`config.mk`:
```
export PLATFORM = sky130hd
export DESIGN_NAME = sram_async_ctrl
export DESIGN_NICKNAME = d
export VERILOG_FILES = /design/src/rtl/sram_ctrl_pkg.sv /design/src/rtl/sram_ctrl_timer.sv /design/src/rtl/sram_ctrl_fsm.sv /design/src/rtl/sram_ctrl_datapath.sv /design/src/rtl/sram_async_ctrl.sv
export SDC_FILE = /design/constraint.sdc
export NUM_CORES = 1
export LEC_CHECK = 0
export BUFFER_PORTS_ARGS = -buffer_cell sky130_fd_sc_hd__buf_2
export CORE_UTILIZATION = 51
export CTS_CLUSTER_SIZE = 30
export DETAILED_ROUTE_END_ITERATION = 16
export PLACE_DENSITY = 0.89
export RECOVER_POWER = 100
export SETUP_SLACK_MARGIN = 0.02
export SYNTH_ARGS = -nofsm -noshare
export SYNTH_HDL_FRONTEND = slang
export SYNTH_SLANG_ARGS = --single-unit
```
`constraint.sdc`:
```
create_clock -name clk -period 3.5 [get_ports clk]
set_clock_uncertainty 0.1 [all_clocks]
set_input_delay 0.175 -clock clk [delete_from_list [all_inputs] [get_ports clk]]
set_output_delay 0.175 -clock clk [all_outputs]
set_load 0.02 [all_outputs]
```
`src/rtl/sram_ctrl_pkg.sv`:
```
// Shared types and helpers for the asynchronous SRAM controller.
// Assumes: timing figures are whole nanoseconds and the clock period is a
// positive whole number of nanoseconds.
package sram_ctrl_pkg;

    typedef enum logic [2:0] {
        ST_IDLE,
        ST_RD,
        ST_RREC,
        ST_WSET,
        ST_WPUL,
        ST_WHLD
    } st_t;

    typedef struct packed {
        logic ce_n;
        logic oe_n;
        logic we_n;
        logic dq_oe;
    } pins_t;

    // Nanoseconds to cycles: ceiling of the quotient, at least one.
    function automatic int ns2cyc(input int ns, input int per);
        int c;
        c = (ns + per - 1) / per;
        return (c < 1) ? 1 : c;
    endfunction

    function automatic int imax(input int a, input int b);
        return (a > b) ? a : b;
    endfunction

    // Pin levels that belong to each state.
    function automatic pins_t decode(input st_t s);
        pins_t p;
        p = '{ce_n: 1'b1, oe_n: 1'b1, we_n: 1'b1, dq_oe: 1'b0};
        case (s)
            ST_RD:   begin p.ce_n = 1'b0; p.oe_n = 1'b0; end
            ST_WSET: begin p.ce_n = 1'b0; p.dq_oe = 1'b1; end
            ST_WPUL: begin p.ce_n = 1'b0; p.we_n = 1'b0; p.dq_oe = 1'b1; end
            ST_WHLD: p.dq_oe = 1'b1;
            default: ;
        endcase
        return p;
    endfunction

endpackage

```
`src/rtl/sram_ctrl_timer.sv`:
```
// Down-counter that times each phase of an access.
// Assumes: it is loaded on the edge that enters a phase with the phase
// length minus one. done is high in the last cycle of the phase.
module sram_ctrl_timer #(
    parameter int CNT_W = 3
) (
    input  logic             clk,
    input  logic             rst_n,
    input  logic             load,
    input  logic [CNT_W-1:0] load_val,
    output logic             done
);
    logic [CNT_W-1:0] cnt;

    // Load a new phase length or count down to zero.
    always_ff @(posedge clk) begin
        if (!rst_n)
            cnt <= '0;
        else if (load)
            cnt <= load_val;
        else if (cnt != '0)
            cnt <= cnt - 1'b1;
    end

    assign done = (cnt == '0);
endmodule

```
`src/rtl/sram_ctrl_fsm.sv`:
```
// Access sequencer: accepts a request in idle, steps through the read or
// write phases, and registers the RAM strobes from the next state so that
// the pins come straight from flops.
// Assumes: phase lengths are at least one cycle and fit in CNT_W bits.
module sram_ctrl_fsm
    import sram_ctrl_pkg::*;
#(
    parameter int RD_CYC = 7,
    parameter int WE_CYC = 6,
    parameter int HZ_CYC = 3,
    parameter int CNT_W  = 3
) (
    input  logic             clk,
    input  logic             rst_n,
    input  logic             req_valid,
    input  logic             req_write,
    input  logic             tmr_done,
    output logic             req_ready,
    output logic             accept,
    output logic             tmr_load,
    output logic [CNT_W-1:0] tmr_val,
    output logic             capture,
    output logic             rsp_valid,
    output pins_t            pins
);
    st_t  state, nxt;
    logic ack;

    assign req_ready = (state == ST_IDLE);
    assign accept    = req_ready && req_valid;

    // Next state, timer loads and completion events.
    always_comb begin
        nxt      = state;
        tmr_load = 1'b0;
        tmr_val  = '0;
        capture  = 1'b0;
        ack      = 1'b0;
        case (state)
            ST_IDLE: if (req_valid) begin
                if (req_write) begin
                    nxt = ST_WSET;
                end else begin
                    nxt      = ST_RD;
                    tmr_load = 1'b1;
                    tmr_val  = CNT_W'(RD_CYC - 1);
                end
            end
            ST_RD: if (tmr_done) begin
                nxt      = ST_RREC;
                capture  = 1'b1;
                ack      = 1'b1;
                tmr_load = 1'b1;
                tmr_val  = CNT_W'(HZ_CYC - 1);
            end
            ST_RREC: if (tmr_done) nxt = ST_IDLE;
            ST_WSET: begin
                nxt      = ST_WPUL;
                tmr_load = 1'b1;
                tmr_val  = CNT_W'(WE_CYC - 1);
            end
            ST_WPUL: if (tmr_done) nxt = ST_WHLD;
            ST_WHLD: begin
                nxt = ST_IDLE;
                ack = 1'b1;
            end
            default: nxt = ST_IDLE;
        endcase
    end

    // State, registered pin levels and acknowledge pulse.
    always_ff @(posedge clk) begin
        if (!rst_n) begin
            state     <= ST_IDLE;
            pins      <= decode(ST_IDLE);
            rsp_valid <= 1'b0;
        end else begin
            state     <= nxt;
            pins      <= decode(nxt);
            rsp_valid <= ack;
        end
    end
endmodule

```
`src/rtl/sram_ctrl_datapath.sv`:
```
// Address, write data and read data registers.
// Assumes: accept and capture come from the sequencer. The bus input is
// settled by the edge at which capture is high.
module sram_ctrl_datapath #(
    parameter int ADDR_W = 19,
    parameter int DATA_W = 8
) (
    input  logic              clk,
    input  logic              rst_n,
    input  logic              accept,
    input  logic              capture,
    input  logic [ADDR_W-1:0] req_addr,
    input  logic [DATA_W-1:0] req_wdata,
    input  logic [DATA_W-1:0] mem_dq_in,
    output logic [ADDR_W-1:0] mem_addr,
    output logic [DATA_W-1:0] mem_dq_out,
    output logic [DATA_W-1:0] rsp_rdata
);
    // Latch the request fields when a request is taken.
    always_ff @(posedge clk) begin
        if (!rst_n) begin
            mem_addr   <= '0;
            mem_dq_out <= '0;
        end else if (accept) begin
            mem_addr   <= req_addr;
            mem_dq_out <= req_wdata;
        end
    end

    // Take the bus value on the last cycle of the read window.
    always_ff @(posedge clk) begin
        if (!rst_n)
            rsp_rdata <= '0;
        else if (capture)
            rsp_rdata <= mem_dq_in;
    end
endmodule

```
`src/rtl/sram_async_ctrl.sv`:
```
// Top of the asynchronous SRAM controller. Turns single read/write requests
// into strobe sequences whose lengths come from nanosecond parameters.
// Assumes: the bus pads sit outside, driven by mem_dq_out and gated by
// mem_dq_oe, and mem_dq_in is the received pad value.
module sram_async_ctrl
    import sram_ctrl_pkg::*;
#(
    parameter int ADDR_W   = 19,
    parameter int DATA_W   = 8,
    parameter int CLK_NS   = 10,
    parameter int T_RC_NS  = 70,
    parameter int T_AA_NS  = 70,
    parameter int T_WC_NS  = 70,
    parameter int T_PWE_NS = 55,
    parameter int T_SCE_NS = 60,
    parameter int T_AW_NS  = 60,
    parameter int T_SD_NS  = 30,
    parameter int T_HZ_NS  = 25
) (
    input  logic              clk,
    input  logic              rst_n,
    input  logic              req_valid,
    output logic              req_ready,
    input  logic              req_write,
    input  logic [ADDR_W-1:0] req_addr,
    input  logic [DATA_W-1:0] req_wdata,
    output logic              rsp_valid,
    output logic [DATA_W-1:0] rsp_rdata,
    output logic [ADDR_W-1:0] mem_addr,
    output logic              mem_ce_n,
    output logic              mem_oe_n,
    output logic              mem_we_n,
    output logic [DATA_W-1:0] mem_dq_out,
    output logic              mem_dq_oe,
    input  logic [DATA_W-1:0] mem_dq_in
);
    localparam int RD_CYC = imax(ns2cyc(T_RC_NS, CLK_NS), ns2cyc(T_AA_NS, CLK_NS));
    localparam int WE_CYC = imax(imax(ns2cyc(T_PWE_NS, CLK_NS), ns2cyc(T_SCE_NS, CLK_NS)),
                                 imax(imax(ns2cyc(T_AW_NS, CLK_NS), ns2cyc(T_SD_NS, CLK_NS)),
                                      ns2cyc(T_WC_NS, CLK_NS) - 2));
    localparam int HZ_CYC = ns2cyc(T_HZ_NS, CLK_NS);
    localparam int MAX_CYC = imax(imax(RD_CYC, WE_CYC), HZ_CYC);
    localparam int CNT_W  = $clog2(MAX_CYC + 1);

    logic             accept, capture, tmr_load, tmr_done;
    logic [CNT_W-1:0] tmr_val;
    pins_t            pins;

    sram_ctrl_timer #(.CNT_W(CNT_W)) u_timer (
        .clk(clk), .rst_n(rst_n), .load(tmr_load), .load_val(tmr_val), .done(tmr_done)
    );

    sram_ctrl_fsm #(
        .RD_CYC(RD_CYC), .WE_CYC(WE_CYC), .HZ_CYC(HZ_CYC), .CNT_W(CNT_W)
    ) u_fsm (
        .clk(clk), .rst_n(rst_n), .req_valid(req_valid), .req_write(req_write),
        .tmr_done(tmr_done), .req_ready(req_ready), .accept(accept),
        .tmr_load(tmr_load), .tmr_val(tmr_val), .capture(capture),
        .rsp_valid(rsp_valid), .pins(pins)
    );

    sram_ctrl_datapath #(.ADDR_W(ADDR_W), .DATA_W(DATA_W)) u_dp (
        .clk(clk), .rst_n(rst_n), .accept(accept), .capture(capture),
        .req_addr(req_addr), .req_wdata(req_wdata), .mem_dq_in(mem_dq_in),
        .mem_addr(mem_addr), .mem_dq_out(mem_dq_out), .rsp_rdata(rsp_rdata)
    );

    assign mem_ce_n  = pins.ce_n;
    assign mem_oe_n  = pins.oe_n;
    assign mem_we_n  = pins.we_n;
    assign mem_dq_oe = pins.dq_oe;
endmodule

```
==> run_results.csv, run 1 <==
group,metric,value,unit
run_status,status,"complete, no violations",
cts,cts-resized-gates,0,
synth,synth_xor_area_frac,0,
sta,finalMaxSlewViolations,0,
cells_and_area,area_delta_synth_final,21.1,%
drt,post_drt_wl_per_cell,10.9,microns
worst_setup_path,crit_arrival,2.54,ns
pwr,switching_share,0.373,
sta,hold_viol,0,
sta,setup_viol,0,
worst_setup_path,slowest_delay,1.05,ns
placement,gp_congestion,0.849,
min_path,worst_hold_startpoint,"req_addr[5]",
sta,tns,0,ns
worst_setup_path,worstPathMaxFanout,27,
floorplan,core_area,3470,sq um
worst_setup_path,path_cells,"nor3_1 > and2_0 > nand2_1 > a21boi_0",
pwr,power_frac_seq,0.449,
synth,synthCells,217,
synth,synth_mux_area_frac,0.0479,
worst_setup_path,worst-path-buf-inv,0,
drt,drt_first_pass_iters,4,
cts,root_buffer,"clkbuf_8",
cts,path_clk_slew,0.08,ns
grt,antenna_found_initial,0,
grt,grt_overflow,0,
worst_setup_path,start_kind,"flip-flop",
drt,routed_wl,3670,microns
pwr,p_int,947,uW
synth,synth-compound-area-share,0.165,
worst_setup_path,crit_type,"reg -> reg",
drt,drtIter0Drc,72,
worst_setup_path,endpoint_kind,"flip-flop",
drt,drcViolationCount,0,
sta,finalCritPeriodShare,0.690,
grt,met1_usage,0.234,
grt,grt_util_met3,0.0380,
grt,busiest_layer,"met2",
drt,viasPerCell,4.94,
pwr,ir_drop,0.359,mV
synth,ys_seq_elements,46,
sta,min_period,2.41,ns
min_path,worstHoldPathType,"in -> reg",
synth,yosys.area_share.simple,0.235,
pwr,total_power,1510,uW
grt,grt_use_total,0.192,
pwr,power_leakage,0.000902,uW
synth,synth_fa_ha_area_frac,0.0131,
pwr,power_frac_clock,0.204,
cts,h-tree-depth,2,
floorplan,die-height,63.1,microns
placement,dp_hpwl,2570,microns
synth,avgSynthCellArea,8.79,sq um
worst_setup_path,required,3.62,ns
floorplan,start_util,0.550,
worst_setup_path,startpoint,"u_fsm.state[0]$_SDFF_PN0_",
worst_setup_path,cp_top_family,"simple AND/OR/NAND/NOR gates",
grt,grt_start_max_net_pins,45,
drt,drtAntennaViolNets,0,
floorplan,die_x,63.1,microns
floorplan,row_count,21,
cells_and_area,drive_gt1_frac,0.162,
cts,worstSkewPairLatency,0.30,ns
cells_and_area,multi_input_area,861,sq um
placement,place_ws,1.48,ns
cts,numClockSinks,46,
cells_and_area,finalNonFillerCells,337,
grt,grt_pass1_vias,1440,
synth,synth-warning-count,0,
pwr,switching_power,563,uW
floorplan,die_area,3990,sq um
synth,netlist_area,1910,sq um
pwr,power_frac_comb,0.347,
grt,grt_pass1_wl,6090,microns
synth,syn-num-nets,258,
cells_and_area,nFillCells,357,
flow_run,cap_violations,0,
cts,cts_buffer_depth,2,
sta,grt_setup_unrepaired,"no",
sta,setup_slack,1.09,ns
sta,tightest_slew,1.31,ns
drt,vias,1664,
worst_setup_path,timing.rr.start,"u_fsm.state[0]$_SDFF_PN0_",
placement,io_buffers,79,
cells_and_area,regArea,921,sq um
placement,place_inst,327,
cells_and_area,final_nets,331,
cts,numCtsBuffers,5,
synth,synthDistinctLibCells,32,
synth,synth_top_family_by_area,"simple AND/OR/NAND/NOR gates",
sta,slew_headroom,0.126,
floorplan,io_pins,80,
sta,whs,0.0155,ns
synth,yosysSeqAreaShare,0.483,
cells_and_area,antenna_cells,0,
grt,gr-usage-met2,0.309,
worst_setup_path,crit_slowest_cell,"and2_0",
cts,cts_tree,"done",
sta,fmax,414,MHz
pwr,power.density,654,nW/um^2
per-stage QoR:
stage / instance area (sq um) / utilization
floorplan: 1910 / -
global placement: 2270 / 0.655
detailed placement: 2270 / 0.655
CTS: 2360 / 0.680
global route: 2310 / 0.666
finish: 2310 / 0.666
power groups by stage:
| stage | Sequential [uW] | Clock [uW] | Combinational, uW |
|---|---|---|---|
| after floorplan | 749 | 0 | 379 |
| after global placement | 687 | 0 | 550 |
| after detailed placement | 691 | 0 | 560 |
| after CTS | 679 | 316 | 561 |
| after global routing | 690 | 343 | 590 |
| final | 678 | 308 | 523 |
registers in the layout (all words and copies together), names as in the netlist:
register,flops
u_dp.mem_addr,19
u_dp.mem_dq_out,8
u_dp.rsp_rdata,8
u_fsm.pins,4
u_fsm.rsp_valid,1
u_fsm.state,3
u_timer.cnt,3
routing by layer:
metal,wire length [microns],vias up
li1,-,862
met1,1630,736
met2,1740,55
met3,195,11
met4,105,0
met5,0,-
tightest hold or removal path, stage by stage:
cell	delay (ns)
buf_2	0.09
nand2_1	0.04
a21boi_0	0.06
timing repair:
| item | CTS | global route |
|---|---|---|
| hold buffers | 0 | 2 |
| setup buffers | 0 | 0 |
| endpoints found under the hold margin | 0 | 2 |
cells in the mapped netlist (all sizes together):
cell type,number,area (sq um)
nor2,7,33.8
and2,2,12.5
nor3b,2,15.0
nand2b,3,18.8
or4,1,7.51
ha,2,25.0
a21boi,28,210
mux2,1,11.3
dfxtp,46,921
a2111oi,1,8.76
a221oi,1,8.76
inv,5,18.8
and3,2,12.5
nor4b,2,17.5
nand2,58,218
nor3,4,31.3
nand3,1,5.00
clkbuf,7,26.3
nand3b,1,7.51
o211ai,1,7.51
buf,8,61.3
a211oi,1,7.51
o21a,1,7.51
mux2i,8,80.1
nor2b,11,68.8
o21ai,7,35.0
a21oi,6,30.0
cells in the final DEF, fill, tap and decap left out:
master	n
clkbuf_8	5
o211ai_1	1
and2_0	2
dlygate4sd3_1	2
nor3b_1	2
a21boi_1	1
a2111oi_0	1
and3_1	2
clkinv_4	1
inv_1	5
nor2_1	7
nand2b_1	3
o21ai_0	7
nand2_1	58
nor4b_1	2
nor2b_1	11
clkbuf_1	41
mux2i_1	8
o21a_1	1
nor3_1	4
buf_2	39
nand3b_1	1
dfxtp_1	46
ha_1	2
a221oi_1	1
clkinv_2	1
a21oi_1	6
a21boi_0	27
mux2_2	1
a211oi_1	1
or4_1	1
nand3_1	1
logic make-up (layout without fill, tap and decap cells):
kind of cell,count (synthesis),after routing
AO/OA/AOI/OAI,46,46
adder cells (fa/ha/maj),2,2
buffers and inverters,20,94
flip-flops,46,46
multiplexers,9,9
AND/OR/NAND/NOR,94,94
cell type report:
class                   instances  share of cell area
clock inverters                 2             0.00596
multi-input cells             151               0.373
inverters                       5             0.00813
clock buffers                   6              0.0314
flip-flops and latches         46               0.399
well taps                      46              0.0249
repair buffers                 81               0.158
path summary, 6_finish.rpt:
path                                     to  slack (ns)  cells past startpoint
max          u_dp.mem_addr[11]$_SDFFE_PN0P_        1.09                      4
min           u_dp.mem_addr[5]$_SDFFE_PN0P_        0.02                      3
max reg2reg  u_dp.mem_addr[11]$_SDFFE_PN0P_        1.09                      4
min reg2reg  u_dp.mem_addr[15]$_SDFFE_PN0P_        0.36                      2
Note: power is estimated with default switching activity, not from simulation.
==> run 2: changes to the inputs <==
--- a/config.mk
+++ b/config.mk
@@ -6,10 +6,10 @@
 export NUM_CORES = 1
 export LEC_CHECK = 0
 export BUFFER_PORTS_ARGS = -buffer_cell sky130_fd_sc_hd__buf_2
-export CORE_UTILIZATION = 51
+export CORE_UTILIZATION = 47
 export CTS_CLUSTER_SIZE = 30
 export DETAILED_ROUTE_END_ITERATION = 16
-export PLACE_DENSITY = 0.89
+export PLACE_DENSITY = 0.84
 export RECOVER_POWER = 100
 export SETUP_SLACK_MARGIN = 0.02
 export SYNTH_ARGS = -nofsm -noshare
==> constraint.sdc (replaced) <==
create_clock -name clk -period 2.5 [get_ports clk]
set_clock_uncertainty 0.1 [all_clocks]
set_input_delay 0.125 -clock clk [delete_from_list [all_inputs] [get_ports clk]]
set_output_delay 0.125 -clock clk [all_outputs]
set_load 0.02 [all_outputs]
==> run 2 against run 1 <==
Net effect:
- wire length increased by 29%
- cell count grew 9.8%
- maximum frequency rose by 17%
- setup slack got worse by 0.65 ns
- die area rose by 8.2%
- first-iteration DRC count increased by 56%
- global-route usage up 4.5 points
- register-to-register slack lost 0.65 ns
- total power rose by 45%
- non-clock buffer count up 31
- combinational power rose by 50%
- largest power group unchanged
==> run_results.csv, run 2 (synthesis gave the netlist of run 1 again) <==
group,metric,value,unit
sta,finalCritPeriodShare,0.826,
cells_and_area,largest_reg_flops,19,
cts,path_clk_slew,0.08,ns
flow_run,cap_violations,0,
drt,drtIter0Drc,112,
sta,tightest_slew,0.539,ns
floorplan,core_area,3770,sq um
sta,grt_setup_unrepaired,"no",
cts,cts_buffer_depth,2,
floorplan,die-height,65.7,microns
cells_and_area,area_delta_synth_final,37.4,%
grt,grt_start_max_net_pins,45,
min_path,whs_path_depth,3,
sta,min_period,2.06,ns
cts,root_buffer,"clkbuf_8",
cells_and_area,top_register,"u_dp.mem_addr",
run_status,status,"complete, no violations",
worst_setup_path,rr_worst_depth,7,
drt,drt_first_pass_iters,5,
cts,numClockSinks,46,
cells_and_area,multi_input_area,863,sq um
worst_setup_path,endpoint_kind,"flip-flop",
floorplan,start_util,0.506,
placement,gp_congestion,0.761,
cts,cts_tree,"done",
cells_and_area,regArea,921,sq um
pwr,power_leakage,0.00104,uW
cells_and_area,largest_registers,"u_dp.mem_addr x19, u_dp.mem_dq_out x8, u_dp.rsp_rdata x8",
min_path,worstHoldPathType,"in -> reg",
drt,drtAntennaViolNets,0,
drt,routed_wl,4720,microns
pwr,ir_drop,0.623,mV
cells_and_area,mostFrequentLayoutCells,"nand2_1 (58), dfxtp_1 (46), clkbuf_1 (41), buf_2 (39), dlygate4sd3_1 (30)",
cts,numCtsBuffers,5,
grt,antenna_found_initial,0,
sta,hold_viol,0,
drt,post_drt_wl_per_cell,12.7,microns
floorplan,die_area,4320,sq um
pwr,power.density,837,nW/um^2
floorplan,die_x,65.7,microns
floorplan,row_count,22,
cells_and_area,drive_gt1_frac,0.158,
sta,fmax,484,MHz
cells_and_area,design_area,2620,sq um
grt,grt_pass1_wl,7760,microns
cells_and_area,antenna_cells,0,
drt,drcViolationCount,0,
sta,finalMaxSlewViolations,0,
grt,grt_overflow,0,
placement,placedInstanceArea,2300,sq um
worst_setup_path,crit_arrival,2.15,ns
cells_and_area,final_nets,362,
sta,tns,0,ns
floorplan,io_pins,80,
worst_setup_path,worstPathMaxFanout,14,
sta,slew_headroom,0.631,
grt,grt_use_total,0.237,
sta,setup_viol,0,
worst_setup_path,required,2.59,ns
worst_setup_path,crit_type,"reg -> reg",
cts,worstSkewPairLatency,0.29,ns
pwr,total_power,2190,uW
worst_setup_path,start_kind,"flip-flop",
drt,vias,1813,
cts,post-cts-setup-buffers,0,
grt,grt_pass1_vias,1801,
cts,h-tree-depth,2,
cells_and_area,layout_commonest_cell,"nand2_1",
placement,io_buffers,79,
cells_and_area,nFillCells,330,
placement,dp_hpwl,2680,microns
drt,viasPerCell,4.90,
[run 2: cell types whose count changed in the layout (fill, tap and decap cells not counted)]
cell and delta:
clkinv_4 -1, clkbuf_8 +1, a21boi_0 -1, dlygate4sd3_1 +28, nor2_2 +1, a21boi_1 +1, buf_4 +2, clkbuf_2 +1
nor2_1 -1
[run 2: layer usage]
metal  share of wire  up-vias  GRT usage
met3           0.051       14     0.0573
met1            0.41      825      0.255
met2            0.51       55      0.436
met5               0        -          0
met4           0.028        0     0.0951
li1                -      919          -
[run 2: through the flow]
| stage | utilization | std cells | hold WS (ns) | setup slack [ns] |
|---|---|---|---|---|
| floorplan | - | 217 | 0.160 | 0.875 |
| global placement | 0.609 | 332 | 0.266 | 0.679 |
| detailed placement | 0.609 | 332 | 0.271 | 0.594 |
| CTS | 0.713 | 370 | 0.000255 | 0.569 |
| global route | 0.695 | 370 | 0.0212 | 0.222 |
| finish | 0.695 | 370 | 0.00493 | 0.436 |
[run 2: final timing paths]
check,startpoint,end,slack (ns)
max,u_timer.cnt[0]$_SDFFE_PN0P_,u_dp.rsp_rdata[1]$_SDFFE_PN0P_,0.44
max reg2reg,u_timer.cnt[0]$_SDFFE_PN0P_,u_dp.rsp_rdata[1]$_SDFFE_PN0P_,0.44
min reg2reg,u_dp.mem_addr[13]$_SDFFE_PN0P_,u_dp.mem_addr[13]$_SDFFE_PN0P_,0.36
min,mem_dq_in[4],u_dp.rsp_rdata[4]$_SDFFE_PN0P_,0.005
[run 2: final cells by class]
class	count	share of cell area
tap	48	0.0229
sequential	46	0.351
clock buffer	7	0.0330
inverter	5	0.00716
timing repair buffer	112	0.254
clock inverter	1	0.00191
multi-input combinational	151	0.330
[run 2: where the power goes]
group          switching (uW)  internal [uW]  leakage (uW)
logic                     476            305      0.000611
clock network             232            223     0.0000482
registers                97.5            858      0.000377
total                     806           1390       0.00104
[run 2: repair_timing]
action                                 CTS  global route
resized for setup                        0             0
hold buffers                            30             0
endpoints found under the hold margin   30             0
[run 2: critical path: stages, from the launching register on]
cell,delay (ns)
dfxtp_1,0.33
inv_1,0.06
ha_1,0.14
ha_1,0.41
nand2b_1,0.14
nor2_2,0.44
mux2i_1,0.27
nor2b_1,0.06
==> run 3: changes to the inputs <==
==> constraint.sdc (replaced) <==
create_clock -name clk -period 2.1 [get_ports clk]
set_clock_uncertainty 0.1 [all_clocks]
set_input_delay 0.105 -clock clk [delete_from_list [all_inputs] [get_ports clk]]
set_output_delay 0.105 -clock clk [all_outputs]
set_load 0.02 [all_outputs]
==> run 3 against run 2 <==
Net effect:
- sequential cell count is the same
- global-route usage is 0.29 points higher
- largest cell class unchanged
- critical path type unchanged
- cell count grew 1.9%
- highest routed layer unchanged
==> run_results.csv, run 3 (synthesis gave the netlist of run 1 again) <==
group,metric,value,unit
drt,routed_wl,4740,microns
worst_setup_path,crit_arrival,1.91,ns
worst_setup_path,required,2.19,ns
cells_and_area,fin_util,0.714,
worst_setup_path,rr_worst_depth,8,
placement,place_ws,0.354,ns
floorplan,die-height,65.7,microns
grt,grt_start_max_net_pins,44,
cells_and_area,multi_input_area,868,sq um
worst_setup_path,start_kind,"flip-flop",
cts,h-tree-depth,2,
cts,numClockSinks,46,
pwr,power_frac_clock,0.204,
min_path,hold_end,"u_fsm.rsp_valid$_SDFF_PN0_",
placement,io_buffers,79,
drt,vias,1845,
cells_and_area,mostFrequentLayoutCells,"nand2_1 (58), dfxtp_1 (46), clkbuf_1 (41), buf_2 (39), dlygate4sd3_1 (35)",
cells_and_area,final_nets,369,
worst_setup_path,crit_top_cell,"ha_1",
sta,finalMaxSlewViolations,0,
cells_and_area,regArea,921,sq um
cells_and_area,area_delta_synth_final,41.2,%
pwr,power_frac_seq,0.428,
min_path,worstHoldPathType,"in -> reg",
placement,dp_hpwl,2710,microns
cts,cts_hold_buf,35,
worst_setup_path,endpoint_kind,"flip-flop",
min_path,worst_hold_startpoint,"rst_n",
cells_and_area,antenna_cells,0,
worst_setup_path,timing.rr.start,"u_timer.cnt[0]$_SDFFE_PN0P_",
sta,slew_headroom,0.681,
cts,root_buffer,"clkbuf_8",
cells_and_area,largest_registers,"u_dp.mem_addr x19, u_dp.mem_dq_out x8, u_dp.rsp_rdata x8",
cts,worstSkewPairLatency,0.29,ns
worst_setup_path,crit_type,"reg -> reg",
placement,gp_congestion,0.753,
cts,numCtsBuffers,5,
worst_setup_path,worstPathMaxFanout,8,
cts,cts_tree,"done",
floorplan,core_area,3770,sq um
sta,setup_viol,0,
grt,antenna_found_initial,0,
flow_run,cap_violations,0,
worst_setup_path,path_cells,"inv_1 > ha_1 > ha_1 > clkbuf_1 > nor2_1 > a21oi_1 > o21ai_0 > and3_1",
drt,drtAntennaViolNets,0,
pwr,switching_power,980,uW
drt,drtIter0Drc,104,
sta,setup_slack,0.276,ns
drt,viasPerCell,4.89,
pwr,total_power,2650,uW
run_status,status,"complete, no violations",
cells_and_area,top_register,"u_dp.mem_addr",
cells_and_area,nFillCells,325,
cells_and_area,layout_commonest_cell,"nand2_1",
grt,grt_pass1_wl,7880,microns
sta,grt_setup_unrepaired,"no",
drt,drt_first_pass_iters,4,
grt,grt_pass1_vias,1840,
sta,min_period,1.82,ns
cts,cts-resized-gates,0,
worst_setup_path,reg2reg_setup_slack,0.28,ns
pwr,power_frac_comb,0.368,
floorplan,die_x,65.7,microns
pwr,p_int,1670,uW
worst_setup_path,slowest_delay,0.33,ns
pwr,power.density,984,nW/um^2
grt,grt_overflow,0,
floorplan,start_util,0.506,
sta,tightest_slew,0.466,ns
pwr,power_leakage,0.00106,uW
sta,tns,0,ns
cts,cts_buffer_depth,2,
floorplan,row_count,22,
grt,grt_use_total,0.240,
cells_and_area,design_area,2690,sq um
pwr,ir_drop,0.669,mV
worst_setup_path,rr_endpoint,"u_timer.cnt[1]$_SDFFE_PN0P_",
floorplan,io_pins,80,
drt,post_drt_wl_per_cell,12.6,microns
cts,path_clk_slew,0.07,ns
sta,hold_viol,0,
pwr,switching_share,0.370,
min_path,whs_path_depth,3,
cells_and_area,drive_gt1_frac,0.161,
floorplan,die_area,4320,sq um
drt,drcViolationCount,0,
sta,fmax,548,MHz
sta,finalCritPeriodShare,0.869,
cts,post-cts-setup-buffers,0,
placement,placedInstanceArea,2310,sq um
worst_setup_path,crit_slowest_cell,"dfxtp_1",
cells_and_area,largest_reg_flops,19,
==> run 3: cell count changes in the layout (fill, tap and decap cells not counted), sizes merged <==
cell and delta:
buf +2, clkbuf -1, dlygate4sd3 +5, clkinvlp +1
==> run 3: area by class of cell <==
type / count / share of cell area
flip-flops and latches: 46 / 0.342
multi-input cells: 151 / 0.322
repair buffers: 119 / 0.271
clock buffers: 6 / 0.0307
well taps: 48 / 0.0223
inverters: 5 / 0.00697
clock inverters: 2 / 0.00465
==> run 3: power by group through the flow <==
| stage | sequential (uW) | clock (uW) | combinational (uW) |
|---|---|---|---|
| CTS | 1130 | 557 | 1040 |
| global route | 1160 | 601 | 1090 |
| detailed placement | 1150 | 0 | 982 |
| global placement | 1150 | 0 | 957 |
| finish | 1130 | 540 | 976 |
| floorplan | 1250 | 0 | 632 |
==> run 3: worst max-delay path, delay by kind of cell (launching register included) <==
| family | cells | cell delay [ns] |
|---|---|---|
| adder cells (fa/ha/maj) | 2 | 0.39 |
| buffers and inverters | 2 | 0.38 |
| AND/OR/NAND/NOR | 2 | 0.29 |
| flip-flops | 1 | 0.33 |
| AO/OA/AOI/OAI | 2 | 0.25 |
==> run 3: metrics by stage <==
step                hold WS (ns)  cells
floorplan                  0.140    217
global placement           0.246    334
detailed placement         0.250    334
CTS                       0.0336    377
global route              0.0588    377
finish                    0.0427    377
==> run 3: per-layer routing <==
metal | global-route usage | part of all wire
met1 | 0.259 | 0.42
met2 | 0.429 | 0.50
met3 | 0.0417 | 0.040
met4 | 0.147 | 0.036
met5 | 0 | 0
==> run 3: worst max-delay path by stage <==
stage	startpoint	to	slack, ns	cells past startpoint
floorplan	u_timer.cnt[0]$_SDFFE_PN0P_	u_fsm.pins[2]$_SDFF_PN1_	0.47	6
global placement	u_timer.cnt[0]$_SDFFE_PN0P_	u_fsm.pins[2]$_SDFF_PN1_	0.40	6
detailed placement	u_timer.cnt[0]$_SDFFE_PN0P_	u_fsm.pins[2]$_SDFF_PN1_	0.35	6
CTS	u_timer.cnt[0]$_SDFFE_PN0P_	u_fsm.pins[2]$_SDFF_PN1_	0.31	6
global route	u_timer.cnt[0]$_SDFFE_PN0P_	u_timer.cnt[1]$_SDFFE_PN0P_	0.12	8
finish	u_timer.cnt[0]$_SDFFE_PN0P_	u_timer.cnt[1]$_SDFFE_PN0P_	0.28	8
